==> src/rtl/hb16_stall_master.sv <==
module hb16_stall_master #(
  parameter int ADDR_W = 20,
  parameter int DATA_W = 16,
  parameter int CNT_W  = 2
) (
  input  logic              clk,
  input  logic              rst_n,
  input  logic              cfg_rdy_en,
  input  logic [CNT_W-1:0]  cfg_rdy_dly,
  input  logic [CNT_W-1:0]  cfg_rd_ws,
  input  logic [CNT_W-1:0]  cfg_wr_ws,
  input  logic [CNT_W-1:0]  cfg_cap,
  input  logic              req_start,
  input  logic              req_write,
  input  logic [ADDR_W-1:0] req_addr,
  input  logic [DATA_W-1:0] req_wdata,
  output logic              req_done,
  output logic [DATA_W-1:0] req_rdata,
  output logic [ADDR_W-1:0] bus_addr,
  output logic [DATA_W-1:0] bus_dout,
  output logic              bus_doe,
  input  logic [DATA_W-1:0] bus_din,
  output logic              bus_cs_n,
  output logic              bus_rd,
  output logic              bus_wr,
  input  logic              bus_rdy_n
);

  typedef enum logic [1:0] {ST_IDLE, ST_STRB, ST_HOLD} phase_t;

  phase_t            phase_q;
  logic [CNT_W-1:0]  cnt_q, cap_q, rec_q;
  logic              wr_q, done_q, stall_q;
  logic              rdy_s1, rdy_s2;
  logic [ADDR_W-1:0] addr_q;
  logic [DATA_W-1:0] wdata_q, rdata_q;

  wire busy    = phase_q != ST_IDLE;
  wire adv     = !stall_q;
  wire armed   = cfg_rdy_en && (cfg_rdy_dly != '0);
  wire cnt_end = cnt_q == '0;

  assign bus_cs_n  = !busy;
  assign bus_rd    = (phase_q == ST_STRB) && !wr_q;
  assign bus_wr    = (phase_q == ST_STRB) && wr_q;
  assign bus_doe   = busy && wr_q;
  assign bus_addr  = addr_q;
  assign bus_dout  = wdata_q;
  assign req_done  = done_q;
  assign req_rdata = rdata_q;

  always_ff @(posedge clk or negedge rst_n) begin
    if (!rst_n) begin
      rdy_s1 <= 1'b1;
      rdy_s2 <= 1'b1;
    end else begin
      rdy_s1 <= bus_rdy_n;
      rdy_s2 <= rdy_s1;
    end
  end

  always_ff @(posedge clk or negedge rst_n) begin
    if (!rst_n) begin
      stall_q <= 1'b0;
      rec_q   <= '0;
    end else if (!armed) begin
      stall_q <= 1'b0;
      rec_q   <= '0;
    end else if (!rdy_s2) begin
      stall_q <= 1'b1;
      rec_q   <= '0;
    end else if (stall_q) begin
      if (rec_q + 1'b1 == cfg_rdy_dly) begin
        stall_q <= 1'b0;
        rec_q   <= '0;
      end else begin
        rec_q <= rec_q + 1'b1;
      end
    end
  end

  always_ff @(posedge clk or negedge rst_n) begin
    if (!rst_n) begin
      phase_q <= ST_IDLE;
      cnt_q   <= '0;
      cap_q   <= '0;
      wr_q    <= 1'b0;
      addr_q  <= '0;
      wdata_q <= '0;
      rdata_q <= '0;
      done_q  <= 1'b0;
    end else begin
      done_q <= 1'b0;
      case (phase_q)
        ST_IDLE: if (req_start) begin
          phase_q <= ST_STRB;
          cnt_q   <= req_write ? cfg_wr_ws : cfg_rd_ws;
          cap_q   <= cfg_cap;
          wr_q    <= req_write;
          addr_q  <= req_addr;
          wdata_q <= req_wdata;
        end
        ST_STRB: if (adv) begin
          if (cnt_end) begin
            if (!wr_q) rdata_q <= bus_din;
            if (cap_q == '0) begin
              phase_q <= ST_IDLE;
              done_q  <= 1'b1;
            end else begin
              phase_q <= ST_HOLD;
              cnt_q   <= cap_q - 1'b1;
            end
          end else begin
            cnt_q <= cnt_q - 1'b1;
          end
        end
        ST_HOLD: if (adv) begin
          if (cnt_end) begin
            phase_q <= ST_IDLE;
            done_q  <= 1'b1;
          end else begin
            cnt_q <= cnt_q - 1'b1;
          end
        end
        default: phase_q <= ST_IDLE;
      endcase
    end
  end

  p_one_strobe_r10: assert property (@(posedge clk) disable iff (!rst_n)
    !(bus_rd && bus_wr));
  p_strobe_cs_r10: assert property (@(posedge clk) disable iff (!rst_n)
    (bus_rd || bus_wr) |-> !bus_cs_n);
  p_done_pulse_r10: assert property (@(posedge clk) disable iff (!rst_n)
    req_done |=> !req_done);
  p_addr_hold_r4: assert property (@(posedge clk) disable iff (!rst_n)
    (!bus_cs_n && $past(!bus_cs_n)) |-> $stable(bus_addr));
  p_frozen_r8: assert property (@(posedge clk) disable iff (!rst_n)
    (busy && stall_q) |=> ($stable(phase_q) && $stable(cnt_q) && $stable(req_rdata)));
  p_ignore_r9: assert property (@(posedge clk) disable iff (!rst_n)
    !armed |=> !stall_q);
  p_doe_cs_r3: assert property (@(posedge clk) disable iff (!rst_n)
    bus_doe |-> !bus_cs_n);

endmodule

==> config.mk <==
export PLATFORM = sky130hd
export DESIGN_NAME = hb16_stall_master
export DESIGN_NICKNAME = d
export VERILOG_FILES = /design/src/rtl/hb16_stall_master.sv
export SDC_FILE = /design/constraint.sdc
export NUM_CORES = 1
export LEC_CHECK = 0
export BUFFER_PORTS_ARGS = -buffer_cell sky130_fd_sc_hd__buf_2
export CORE_ASPECT_RATIO = 0.7
export CORE_MARGIN = 5
export CORE_UTILIZATION = 35
export CTS_CLUSTER_SIZE = 14
export DETAILED_ROUTE_END_ITERATION = 12
export PLACE_DENSITY_LB_ADDON = 0.05
export SLEW_MARGIN = 0
export SYNTH_ARGS = -nofsm -noshare
export SYNTH_HDL_FRONTEND = slang
export SYNTH_SLANG_ARGS = --single-unit
==> constraint.sdc <==
create_clock -name clk -period 2.22 [get_ports clk]
set_input_delay 0.333 -clock clk [delete_from_list [all_inputs] [get_ports clk]]
set_output_delay 0.333 -clock clk [all_outputs]
set_load 0.005 [all_outputs]
==> metrics.txt <==
vias in the first global route=about 2100; Worst slew margin=0.698; most frequently used flop master after synthesis=dfrtp_1; clk sinks=65; final setup vio count=0; Final Routed Wirelength=6210 µm; Initial DRC Count=48; EDFF count, synth=0; DR vias=1947; port buffer count=122; Syn Inst Count=192; Worst-Skew Late Latency=roughly 0.32 ns; core area=0.00784 mm²; Max-Cap Viols=0; syn avg cell area=roughly 15 µm²; Post-Syn Nets=between 200 and 300; Fmax=0.522 GHz; leak pwr=roughly 1.9 nW; CP Cell Sequence=inv_1 -> ha_1 -> nor2b_4 -> and3b_1 -> buf_12 -> mux2_2; Gates resized, CTS repair=0; Synth Warn #=0; #FFs+latches synth=65; Slew Limit Fails=0; min Tclk post-route=1.92 ns; Critical Path Max Stage Delay=0.40 ns; overall routing resource usage=0.129; clock skew=approximately 0.0086 ns; Post-route DRC=0; Crit. End Element=flop; I/O pin count=between 100 and 150; n_diodes=0; Final Power=between 5 and 6 mW; Layout area overhead=37.7%; WP depth=6; pwr dens=1440 mW/mm²; post-DR vias/cell=4.57; initial core utilization=0.359; largest net degree at the start of global routing=66; TNS Setup=0 ns; Die Span Y=about 85 µm; Synth async-reset ratio=1.00; WS Path Type=flop to flop; critical-path maximum fanout=16; clk slew on worst S/H paths=0.05 ns; slowest CP cell=dfrtp_1; share of cells above drive strength 1=0.628; initial antenna violation count=0; Max H-tree Level=3; Netlist Area Pre-Place=~0.0028 mm²; Place WS=0.318 ns; chip width=117 µm; Final ANT Viol Nets=0; global placer's final weighted congestion=around 0.8; GRT overflow=0; first-pass GRT wire length=10000 µm; sequential area share after synthesis=0.579; FF-to-FF path depth=6; hold buffers post-CTS=0; Synth area leader=dfrtp_1; Arrival @ worst endpoint=2.12 ns; CP top delay family=simple AND/OR/NAND/NOR gates; HPWL Detailed=approximately 4500 µm; WL/cell=~15 µm; synth unique cells=37; Worst setup SP type=flop; Rows=27; RSZ-0062 raised after global routing=false; Max rail drop VDD=0.000570 V; status=finished, final reports clean; CTS buffer count=9; ranking of synthesized cells by area=dfrtp_1, mux2_2, mux2_4; CTS Root Cell=clkbuf_16; DRT Pass-1 Iters=4; Final Hold Fails=0; Clock Tree Buf Depth=2; fin crit share=0.863; Hold Slack=0.0171 ns; top cell type's share of synthesized area=0.560; die area=0.00997 mm²; Hold Path Class=input pin to asynchronous set/reset pin; Worst-Margin Slew=about 0.45 ns; final net count=393; CTS tree=yes; postcts setup bufs=0; CP Buf/Inv Count=2; fin worst setup slack=0.305 ns; WP data required=2.43 ns
## layout by cell type, fill, tap and decap left out, types with 2 or more instances in the layout
| cell | Yosys | layout |
|---|---|---|
| a211oi_1 | 2 | 2 |
| a21oi_1 | 4 | 4 |
| a31oi_1 | 2 | 2 |
| buf_12 | 1 | 3 |
| buf_2 | 5 | 122 |
| bufinv_16 | 0 | 2 |
| clkbuf_16 | 0 | 9 |
| clkbuf_8 | 0 | 2 |
| clkinv_2 | 0 | 2 |
| dfrtp_1 | 63 | 63 |
| dfstp_2 | 2 | 2 |
| ha_1 | 7 | 7 |
| inv_1 | 8 | 8 |
| mux2_2 | 48 | 48 |
| mux2_4 | 10 | 10 |
| mux2i_1 | 2 | 2 |
| nand2_1 | 4 | 3 |
| nand2b_1 | 2 | 2 |
| nand3_1 | 2 | 2 |
| nor2b_1 | 5 | 5 |
| o21ai_0 | 4 | 4 |
## worst paths after layout
check	slack (ns)	to	from
worst max-delay path	0.30	req_rdata[5]	phase_q[1]
worst min-delay path	0.02	req_rdata[8]	rst_n
worst max register to register	0.30	req_rdata[5]	phase_q[1]
worst min register to register	0.35	rdy_s2	rdy_s1
max in group asynchronous	1.90	rdy_s2	rst_n
min in group clk	0.11	rdy_s1	bus_rdy_n
## area by class of cell
| class | instances | area, µm² |
|---|---|---|
| Clock inverter | 5 | 77.6 |
| Clock buffer | 11 | 253 |
| Inverter | 8 | 30.0 |
| Sequential cell | 65 | 1630 |
| Fill cell | 716 | 3960 |
| Tap cell | 101 | 126 |
| Timing Repair Buffer | 125 | 671 |
| Multi-Input combinational cell | 111 | 1090 |
## cells in the mapped netlist (2+ instances only)
master    instances
dfstp_2           2
ha_1              7
buf_2             5
a211oi_1          2
inv_1             8
o21ai_0           4
mux2i_1           2
nand3_1           2
nor2b_1           5
mux2_4           10
dfrtp_1          63
nand2_1           4
nand2b_1          2
buf_6             2
a31oi_1           2
mux2_2           48
a21oi_1           4
## flip-flops by register name, summed over array words and instances (netlist names)
signal     flops
cnt_q          2
cap_q          2
rdy_s1         1
bus_addr      20
req_rdata     16
bus_dout      16
rec_q          2
stall_q        1
rdy_s2         1
phase_q        2
req_done       1
wr_q           1
## routing by layer
layer / up-vias / part of all wire / global-route usage
li1: 935 / - / -
met1: 930 / 0.44 / 0.164
met2: 76 / 0.46 / 0.190
met3: 6 / 0.096 / 0.0649
met4: 0 / 0.0092 / 0.0469
met5: - / 0 / 0
## report_power, final
part	internal (mW)	switching, mW
logic	1.21	0.822
registers	1.74	0.276
clock network	1.04	0.495
## through the flow
stage	instance area (µm²)	util	cells
after global routing	3880	0.495	426
after floorplan	2820	-	192
after global placement	3550	0.453	410
after detailed placement	3550	0.453	410
after CTS	3880	0.495	426
final	3880	0.495	426
## cell families after synthesis
| logic type | after synthesis | synth area share |
|---|---|---|
| XOR/XNOR | 1 | 0.00311 |
| buffers and inverters | 16 | 0.0347 |
| multiplexers | 60 | 0.252 |
| AND/OR/NAND/NOR | 21 | 0.0462 |
| adder cells (fa/ha/maj) | 7 | 0.0311 |
| AO/OA/AOI/OAI | 22 | 0.0538 |
| flip-flops | 65 | 0.579 |
Power figures use the tool's default switching activity.
